**src/rtl/pcpwm_pkg.sv**
```systemverilog
package pcpwm_pkg;

    // Slope of the up/down counter
    typedef enum logic {
        ST_UP   = 1'b0,
        ST_DOWN = 1'b1
    } slope_e;

    // Per-channel output behaviour
    typedef enum logic [1:0] {
        OM_OFF    = 2'b00,
        OM_TOGGLE = 2'b01,
        OM_NONINV = 2'b10,
        OM_INV    = 2'b11
    } outmode_e;

endpackage

```
**src/rtl/pcpwm_counter.sv**
```systemverilog
module pcpwm_counter
    import pcpwm_pkg::*;
#(
    parameter int W = 8
) (
    input  logic         clk,
    input  logic         rst_n,
    input  logic         tick,
    input  logic [W-1:0] top,
    output logic [W-1:0] cnt,
    output slope_e       slope,
    output logic         turn_top,
    output logic         turn_bottom,
    output logic         reach_zero
);

    localparam logic [W-1:0] ZERO = '0;
    localparam logic [W-1:0] ONE  = {{(W-1){1'b0}}, 1'b1};

    slope_e       slope_n;
    logic [W-1:0] cnt_n;

    // State register
    always_ff @(posedge clk or negedge rst_n) begin
        if (!rst_n) begin
            slope <= ST_UP;
            cnt   <= ZERO;
        end else begin
            slope <= slope_n;
            cnt   <= cnt_n;
        end
    end

    // Next state and turn outputs
    always_comb begin
        slope_n     = slope;
        cnt_n       = cnt;
        turn_top    = 1'b0;
        turn_bottom = 1'b0;
        if (tick) begin
            unique case (slope)
                ST_UP: begin
                    if (cnt >= top) begin
                        turn_top = 1'b1;
                        slope_n  = ST_DOWN;
                        cnt_n    = (cnt == ZERO) ? ZERO : cnt - ONE;
                    end else begin
                        cnt_n = cnt + ONE;
                    end
                end
                ST_DOWN: begin
                    if (cnt == ZERO) begin
                        turn_bottom = 1'b1;
                        slope_n     = ST_UP;
                        cnt_n       = (top == ZERO) ? ZERO : ONE;
                    end else begin
                        cnt_n = cnt - ONE;
                    end
                end
                default: ;
            endcase
        end
    end

    assign reach_zero = tick && (cnt != ZERO) && (cnt_n == ZERO);

endmodule

```
**src/rtl/pcpwm_channel.sv**
```systemverilog
module pcpwm_channel
    import pcpwm_pkg::*;
#(
    parameter int W          = 8,
    parameter bit CAN_TOGGLE = 1'b0
) (
    input  logic         clk,
    input  logic         rst_n,
    input  logic         tick,
    input  logic [W-1:0] cnt,
    input  slope_e       slope,
    input  logic         load,
    input  logic         bottom,
    input  logic [W-1:0] cmp_in,
    input  logic [1:0]   mode,
    input  logic         toggle_en,
    output logic [W-1:0] cmp_act,
    output logic         wave,
    output logic         match
);

    localparam logic [W-1:0] ZERO = '0;
    localparam logic [W-1:0] MAX  = '1;

    outmode_e om;
    logic     hit;
    logic     inv;
    logic     lvl;
    logic     wave_n;

    assign om  = outmode_e'(mode);
    assign hit = tick && (cnt == cmp_act);
    assign inv = (om == OM_INV);

    // Next waveform level
    always_comb begin
        wave_n = wave;
        lvl    = wave ^ inv;
        unique case (om)
            OM_OFF: ;
            OM_TOGGLE: begin
                if (CAN_TOGGLE && toggle_en && hit) begin
                    wave_n = ~wave;
                end
            end
            OM_NONINV, OM_INV: begin
                if (tick) begin
                    if (cmp_act == ZERO) begin
                        lvl = 1'b0;
                    end else if (cmp_act == MAX) begin
                        lvl = 1'b1;
                    end else if (hit) begin
                        lvl = (slope == ST_DOWN);
                    end else if (bottom) begin
                        lvl = 1'b1;
                    end
                    wave_n = lvl ^ inv;
                end
            end
            default: ;
        endcase
    end

    always_ff @(posedge clk or negedge rst_n) begin
        if (!rst_n) begin
            cmp_act <= ZERO;
            wave    <= 1'b0;
            match   <= 1'b0;
        end else begin
            if (load) begin
                cmp_act <= cmp_in;
            end
            wave  <= wave_n;
            match <= hit;
        end
    end

endmodule

```
**src/rtl/pcpwm_timer.sv**
```systemverilog
module pcpwm_timer
    import pcpwm_pkg::*;
#(
    parameter int W = 8
) (
    input  logic         clk,
    input  logic         rst_n,
    input  logic         tick_i,
    input  logic         top_sel_i,
    input  logic [W-1:0] cmp_a_i,
    input  logic [W-1:0] cmp_b_i,
    input  logic [1:0]   mode_a_i,
    input  logic [1:0]   mode_b_i,
    input  logic         ovf_clr_i,
    output logic [W-1:0] count_o,
    output logic         wave_a_o,
    output logic         wave_b_o,
    output logic         match_a_o,
    output logic         match_b_o,
    output logic         ovf_o
);

    localparam int           NCH       = 2;
    localparam logic [W-1:0] FIXED_TOP = '1;

    logic [W-1:0] cmp_in [NCH];
    logic [W-1:0] act    [NCH];
    logic [1:0]   mode   [NCH];
    logic         wave   [NCH];
    logic         match  [NCH];

    logic [W-1:0] top;
    logic [W-1:0] cnt;
    slope_e       slope;
    logic         turn_top;
    logic         turn_bottom;
    logic         reach_zero;

    assign cmp_in[0] = cmp_a_i;
    assign cmp_in[1] = cmp_b_i;
    assign mode[0]   = mode_a_i;
    assign mode[1]   = mode_b_i;

    assign top = top_sel_i ? act[0] : FIXED_TOP;

    pcpwm_counter #(.W(W)) u_cnt (
        .clk        (clk),
        .rst_n      (rst_n),
        .tick       (tick_i),
        .top        (top),
        .cnt        (cnt),
        .slope      (slope),
        .turn_top   (turn_top),
        .turn_bottom(turn_bottom),
        .reach_zero (reach_zero)
    );

    for (genvar g = 0; g < NCH; g++) begin : g_ch
        pcpwm_channel #(
            .W         (W),
            .CAN_TOGGLE(g == 0)
        ) u_ch (
            .clk      (clk),
            .rst_n    (rst_n),
            .tick     (tick_i),
            .cnt      (cnt),
            .slope    (slope),
            .load     (turn_top),
            .bottom   (turn_bottom),
            .cmp_in   (cmp_in[g]),
            .mode     (mode[g]),
            .toggle_en(top_sel_i),
            .cmp_act  (act[g]),
            .wave     (wave[g]),
            .match    (match[g])
        );
    end

    // Sticky bottom flag: setting wins over clearing
    always_ff @(posedge clk or negedge rst_n) begin
        if (!rst_n) begin
            ovf_o <= 1'b0;
        end else if (reach_zero) begin
            ovf_o <= 1'b1;
        end else if (ovf_clr_i) begin
            ovf_o <= 1'b0;
        end
    end

    assign count_o   = cnt;
    assign wave_a_o  = wave[0];
    assign wave_b_o  = wave[1];
    assign match_a_o = match[0];
    assign match_b_o = match[1];

endmodule

```
**config.mk**
```make
export PLATFORM = sky130hd
export DESIGN_NAME = pcpwm_timer
export DESIGN_NICKNAME = d
export VERILOG_FILES = /design/src/rtl/pcpwm_pkg.sv /design/src/rtl/pcpwm_counter.sv /design/src/rtl/pcpwm_channel.sv /design/src/rtl/pcpwm_timer.sv
export SDC_FILE = /design/constraint.sdc
export NUM_CORES = 1
export LEC_CHECK = 0
export CAP_MARGIN = 0
export CORE_UTILIZATION = 48
export CTS_CLUSTER_DIAMETER = 100
export DETAILED_ROUTE_END_ITERATION = 8
export PLACE_DENSITY_LB_ADDON = 0.3
export REMOVE_ABC_BUFFERS = 1
export SYNTH_ARGS = -nofsm -noshare
export SYNTH_HDL_FRONTEND = slang
export SYNTH_HIERARCHICAL = 1
export SYNTH_SLANG_ARGS = --single-unit
```
**constraint.sdc**
```tcl
create_clock -name clk -period 3.01 [get_ports clk]
set_clock_uncertainty 0.15 [all_clocks]
set_input_delay 0.903 -clock clk [delete_from_list [all_inputs] [get_ports clk]]
set_output_delay 0.903 -clock clk [all_outputs]
set_load 0.005 [all_outputs]
```
==> results.yml, run 1 <==
worst_setup_path:
  crit_path_end_kind: "flip-flop"
  cp_data_required_time_ps: 3090
  cp_num_buf_inv: 2
  crit_type: "in -> reg"
  cp_cell_sequence: "buf_12 > nand2b_4 > inv_4 > ha_4 > or4_4 > a21oi_4 > o311ai_4 > mux2_4 > o22a_1 > or4_1 > nor4_2 > a21o_1"
  cp_max_fo: 6
  critical-path-top-delay-family: "simple AND/OR/NAND/NOR gates"
  max_stage_delay_ps: 540
  critical_path_arrival_ps: 3510
  cp-start-kind: "input port"
  slowest_stage: "or4_4"
floorplanning:
  die_area_mm2: 0.00486
  core-area_mm2: 0.00438
  initial_core_util_pct: 50.2
  die_w_um: 69.7
  io_pins: 38
  die_h_um: 69.7
  placementRows: 24
detailed_routing:
  vias: 2221
  ant_nets: 0
  dr.first_iter.drc_count: 177
  via_per_inst: 6.08
  wl_per_cell_um: 19.1
  drc: 0
  routed_wl_um: 6970
  first_pass_iters: 4
pwr:
  p_per_area_mw_per_mm2: 946
  vdd_drop_max_mv: 0.749
  leakagePower_nw: 1.49
clock_tree:
  cts-buffers-inserted: 5
  postCtsHoldBufs: 0
  clkLatencyLatePin_ps: 290
  clkSinkCount: 30
  cts-htree-levels: 2
  cts_tree: "yes"
  clock_path_buffers: 2
  cts.clk_slew.worst_paths_ps: 70
  cts_root_buf: "clkbuf_8"
cells_and_area:
  instances_no_fill: 365
  drive_gt1_share_pct: 35.5
  syn_to_final_growth_pct: 52.0
  n_antenna_cell: 0
  stdcell_area_mm2: 0.00334
  ff_latch_area_um2: 751
  final_cell_mix: "buf_4 (39), clkdlybuf4s50_1 (36), dfrtp_1 (30)"
  multiInputGateArea_mm2: 0.00159
  nNetsFinal: 348
  layout_commonest_cell: "buf_4"
  fillers: 273
synthesis:
  ys.warnings.count: 6
  synthFlopType: "dfrtp_1"
  synth-seq-cells: 30
  netlist_instances: 233
  yosysUniqueCellTypes: 51
  synth.area.top_cells: "dfrtp_1 (34%), mux2_2 (9.2%), xnor2_1 (6.8%)"
  syn_area_per_cell_um2: 9.44
  synth-edff-count: 0
  yosysTopAreaCell: "dfrtp_1"
  yosysTopAreaCellShare_pct: 34.1
  synthArstFlopShare_pct: 100
  syn-cell-area_mm2: 0.00220
  yosysSeqAreaShare_pct: 34.1
placed_design:
  port_buffers: 37
  dpl_cell_area_mm2: 0.00288
  gp_congestion: 0.866
  dpl.hpwl_um: 4190
  dpl.cell_count: 351
sta:
  post-route-period-util_pct: 114
  rsz0062_at_grt: "true"
  max_slew_margin_pct: 69.2
  clock.fmax_mhz: 292
  setup_viol: 11
  slew_viol_final: 0
  worst_pin_slew_ps: 457
  finalHoldViolations: 0
  layout_setup_ws_ps: -414
  post-route-min-period_ps: 3420
global_route:
  antenna_found_initial: 0
  grt_pass1_wl_um: 10600
  grt_usage_pct: 28.0
  grt_max_degree: 31
  grt_pass1_vias: 2189
  overflow: 0
flow_run:
  cap_violations: 0
status:
  violations: "setup timing"
  status: "finished with violations"
hold_path:
  hold_class: "reg -> reg"
-- sequential cells by signal, indices dropped and copies added (netlist names) --
signal,flops
g_ch.u_ch/wave,2
g_ch.u_ch/cmp_act,16
u_cnt/slope,1
u_cnt/cnt,8
ovf_o,1
g_ch.u_ch/match,2
-- Yosys cell counts (all sizes together), types with 3 or more instances --
master,count
a21oi,9
o311a,3
and3,6
or4,3
nand3,8
o21ai,3
o41ai,3
or3,3
buf,3
ha,11
nand4,7
a21o,4
nor3,5
mux2i,5
clkbuf,5
nor2,10
dfrtp,30
xnor2,17
nand2,18
mux2,19
inv,15
nand2b,11
nor4,9
-- through the flow --
stage | hold slack [ps] | total power, W | setup TNS (ps) | setup WS [ps] | utilization [%]
after global routing | 364 | 0.00332 | -1260 | -463 | 76.3
after floorplan | 327 | 0.00159 | -9210 | -969 | -
final | 340 | 0.00316 | -661 | -414 | 76.3
after CTS | 343 | 0.00299 | -347 | -347 | 74.3
after detailed placement | 327 | 0.00223 | -20040 | -1240 | 65.7
after global placement | 327 | 0.00219 | -18630 | -1160 | 65.7
-- worst register-to-register path: stages, from the launching register on --
cell and delay, ps:
dfrtp_1 370, nand2b_4 150, inv_4 40, ha_4 150, or4_4 540, a21oi_4 180
o311ai_4 170, mux2_4 330, o22a_1 180, or4_1 480, nor4_2 220, a21o_1 110
-- layer usage --
metal / wire length, um / vias up / global-route usage, %
met4: 169 / 0 / 9.78
met3: 410 / 18 / 4.94
met2: 3500 / 87 / 47.0
li1: - / 1014 / -
met1: 2890 / 1102 / 36.3
met5: 0 / - / 0
-- final cells by class --
cell class              instances  share of cell area [%]
clock inverters                 2                    1.80
clock buffers                   6                    2.47
multi-input cells             180                    47.4
repair buffers                 80                    22.1
well taps                      52                    1.95
flip-flops and latches         30                    22.4
inverters                      15                    1.76
-- worst paths after layout --
path / cells after the start / startpoint / slack (ps) / to
worst min register to register: 1 / ovf_o$_DFFE_PN0P_ / 340 / ovf_o$_DFFE_PN0P_
max in group asynchronous: 2 / rst_n / 1570 / g_ch[1].u_ch/cmp_act[5]$_DFFE_PN0P_
min in group asynchronous: 2 / rst_n / 850 / g_ch[0].u_ch/cmp_act[0]$_DFFE_PN0P_
worst max-delay path: 12 / top_sel_i / -410 / ovf_o$_DFFE_PN0P_
worst max register to register: 11 / g_ch[0].u_ch/cmp_act[2]$_DFFE_PN0P_ / -120 / ovf_o$_DFFE_PN0P_
worst min-delay path: 1 / ovf_o$_DFFE_PN0P_ / 340 / ovf_o$_DFFE_PN0P_
-- cell families after synthesis --
logic type | after synthesis | synth area share (%)
buf+inv | 23 | 4.61
mux | 24 | 12.0
compound gates | 39 | 13.7
fa+ha+maj | 11 | 6.26
simple gates | 87 | 21.7
flops | 30 | 34.1
xor+xnor | 19 | 7.57
-- power by group --
group	leakage [nW]	switching [W]	internal [W]
registers	0.377	0.000171	0.000570
logic	1.04	0.000908	0.00100
clock network	0.0714	0.000159	0.000353
total	1.49	0.00124	0.00193
-- repair_timing --
| item | CTS | global route |
|---|---|---|
| endpoints found under the setup margin | 25 | 21 |
| pin swaps | 9 | 6 |
| resized for setup | 40 | 14 |
| cloned | 1 | 1 |
| setup buffers | 5 | 2 |
Note: power is estimated with default switching activity, not from simulation.
==> run 2: changes to the inputs <==
--- a/config.mk
+++ b/config.mk
@@ -6,7 +6,7 @@
 export NUM_CORES = 1
 export LEC_CHECK = 0
 export CAP_MARGIN = 0
-export CORE_UTILIZATION = 48
+export CORE_UTILIZATION = 56
 export CTS_CLUSTER_DIAMETER = 100
 export DETAILED_ROUTE_END_ITERATION = 8
 export PLACE_DENSITY_LB_ADDON = 0.3
==> constraint.sdc (replaced) <==
create_clock -name clk -period 4.2 [get_ports clk]
set_clock_uncertainty 0.15 [all_clocks]
set_input_delay 1.26 -clock clk [delete_from_list [all_inputs] [get_ports clk]]
set_output_delay 1.26 -clock clk [all_outputs]
set_load 0.005 [all_outputs]
==> results.yml, run 2 (synthesis results as in run 1) <==
status:
  status: "finished, final reports clean"
sta:
  rsz0062_at_grt: "false"
  slew_viol_final: 0
  clock.fmax_mhz: 250
  post-route-min-period_ps: 4000
  setup_viol: 0
  worst_pin_slew_ps: 596
  layout_setup_ws_ps: 197
  fin_setup_tns_ps: 0
  finalHoldViolations: 0
  post-route-period-util_pct: 95.3
  max_slew_margin_pct: 60.3
global_route:
  grt_pass1_vias: 1966
  grt_pass1_wl_um: 9440
  grt_max_degree: 31
  overflow: 0
  grt_usage_pct: 30.1
  antenna_found_initial: 0
pwr:
  netSwitchingPower_w: 0.000702
  clock_power_share_pct: 16.5
  swShare_pct: 39.4
  leakagePower_nw: 1.27
  intPower_w: 0.00108
  p_per_area_mw_per_mm2: 629
  power.total_w: 0.00178
  p_seq_share_pct: 35.8
  pwr-share-comb_pct: 47.7
  vdd_drop_max_mv: 0.423
floorplanning:
  placementRows: 22
  initial_core_util_pct: 59.2
  core-area_mm2: 0.00372
  io_pins: 38
  die_area_mm2: 0.00418
  die_h_um: 64.7
  die_w_um: 64.7
clock_tree:
  clkLatencyLatePin_ps: 280
  clkSinkCount: 30
  clock_path_buffers: 2
  cts_root_buf: "clkbuf_8"
  cts-buffers-inserted: 5
  post-cts-setup-buffer-count: 0
  cts.clk_slew.worst_paths_ps: 70
  postCtsHoldBufs: 0
  cts-htree-levels: 2
  cts_tree: "yes"
worst_setup_path:
  crit_path_end_kind: "flip-flop"
  crit_type: "in -> reg"
  cp-start-kind: "input port"
  critical_path_arrival_ps: 4070
  cp_data_required_time_ps: 4270
  cp_max_fo: 7
hold_path:
  hold_class: "reg -> reg"
flow_run:
  cap_violations: 0
cells_and_area:
  syn_to_final_growth_pct: 28.8
  largest_reg_flops: 16
  nNetsFinal: 321
  top_register: "g_ch.u_ch/cmp_act"
  n_antenna_cell: 0
  layout_commonest_cell: "clkdlybuf4s50_1"
  drive_gt1_share_pct: 18.9
  final_cell_mix: "clkdlybuf4s50_1 (36), dfrtp_1 (30), nand2_1 (18), mux2_2 (18), xnor2_1 (17)"
  reg_top3: "g_ch.u_ch/cmp_act: 16 flops, u_cnt/cnt: 8 flops"
  fin_util_pct: 76.2
detailed_routing:
  routed_wl_um: 5560
  dr.first_iter.drc_count: 171
  drc: 0
  vias: 2002
  ant_nets: 0
  wl_per_cell_um: 16.7
  first_pass_iters: 4
  via_per_inst: 6.01
placed_design:
  dpl.hpwl_um: 4070
  gp_congestion: 0.925
  pre_cts_ws_ps: -397
  port_buffers: 37
==> run 2: changes by cell type in the layout (fill, tap and decap cells not counted), sizes merged <==
cell / change
bufinv: -1
buf: -27
==> run 2: critical path: stages <==
cell	delay, ps
clkbuf_2	130
nand2b_1	110
inv_1	50
ha_1	190
or4_4	540
a21oi_2	150
o311ai_2	140
mux2_1	360
o22a_1	210
or4_1	510
nor4_2	290
a21o_1	130
==> run 2: path summary, 6_finish.rpt <==
check                                                    startpoint                            end  slack (ps)  cells past startpoint
max in group asynchronous                                     rst_n   g_ch[1].u_ch/match$_DFF_PN0_        2400                      2
worst max register to register  g_ch[0].u_ch/cmp_act[1]$_DFFE_PN0P_              ovf_o$_DFFE_PN0P_         840                     11
worst min register to register                    ovf_o$_DFFE_PN0P_              ovf_o$_DFFE_PN0P_         390                      1
worst max-delay path                                      top_sel_i              ovf_o$_DFFE_PN0P_         200                     12
worst min-delay path                              ovf_o$_DFFE_PN0P_              ovf_o$_DFFE_PN0P_         390                      1
min in group asynchronous                                     rst_n  g_ch[0].u_ch/wave$_DFFE_PN0P_        1210                      2
==> run 2: timing repair <==
action                     CTS  global route
setup endpoints to repair    1             1
pin swaps                    0             1
gates resized for setup      1             4
==> run 2: per-stage QoR <==
| stage | hold slack (ps) | cells | instance area [um2] |
|---|---|---|---|
| 2_1_floorplan | 327 | 225 | 2150 |
| 3_3_place_gp | 330 | 326 | 2720 |
| 3_5_place_dp | 364 | 326 | 2720 |
| 4_1_cts | 379 | 333 | 2830 |
| 5_1_grt | 400 | 333 | 2830 |
| 6_report | 387 | 333 | 2830 |
==> run 2: per-layer routing <==
| layer | part of all wire [%] | up-vias | GRT usage (%) |
|---|---|---|---|
| met1 | 44 | 956 | 39.9 |
| li1 | - | 957 | - |
| met5 | 0 | - | 0 |
| met2 | 49 | 81 | 49.3 |
| met4 | 1.2 | 0 | 11.1 |
| met3 | 5.9 | 8 | 4.93 |
==> run 2: power by group through the flow <==
stage	Clock [W]	Sequential (W)	Combinational, W
after floorplan	0	0.000571	0.000568
after global placement	0	0.000634	0.000800
after detailed placement	0	0.000640	0.000833
after CTS	0.000303	0.000635	0.000840
after global routing	0.000315	0.000660	0.000937
final	0.000295	0.000638	0.000849
==> run 2: final cells by class <==
| class | instances | area [um2] |
|---|---|---|
| Multi-Input combinational cell | 180 | 1350 |
| Clock inverter | 1 | 30.0 |
| Clock buffer | 6 | 82.6 |
| Tap cell | 48 | 60.1 |
| Timing Repair Buffer | 53 | 502 |
| Inverter | 15 | 56.3 |
| Sequential cell | 30 | 751 |
| Fill cell | 276 | 883 |
==> run 3: changes to the inputs <==
--- a/config.mk
+++ b/config.mk
@@ -5,7 +5,7 @@
 export SDC_FILE = /design/constraint.sdc
 export NUM_CORES = 1
 export LEC_CHECK = 0
-export CAP_MARGIN = 0
+export CAP_MARGIN = 25
 export CORE_UTILIZATION = 56
 export CTS_CLUSTER_DIAMETER = 100
 export DETAILED_ROUTE_END_ITERATION = 8
@@ -15,3 +15,4 @@
 export SYNTH_HDL_FRONTEND = slang
 export SYNTH_HIERARCHICAL = 1
 export SYNTH_SLANG_ARGS = --single-unit
+export TNS_END_PERCENT = 10
==> results of run 3 <==
Final layout, timing and power as in run 2 (identical DEF).
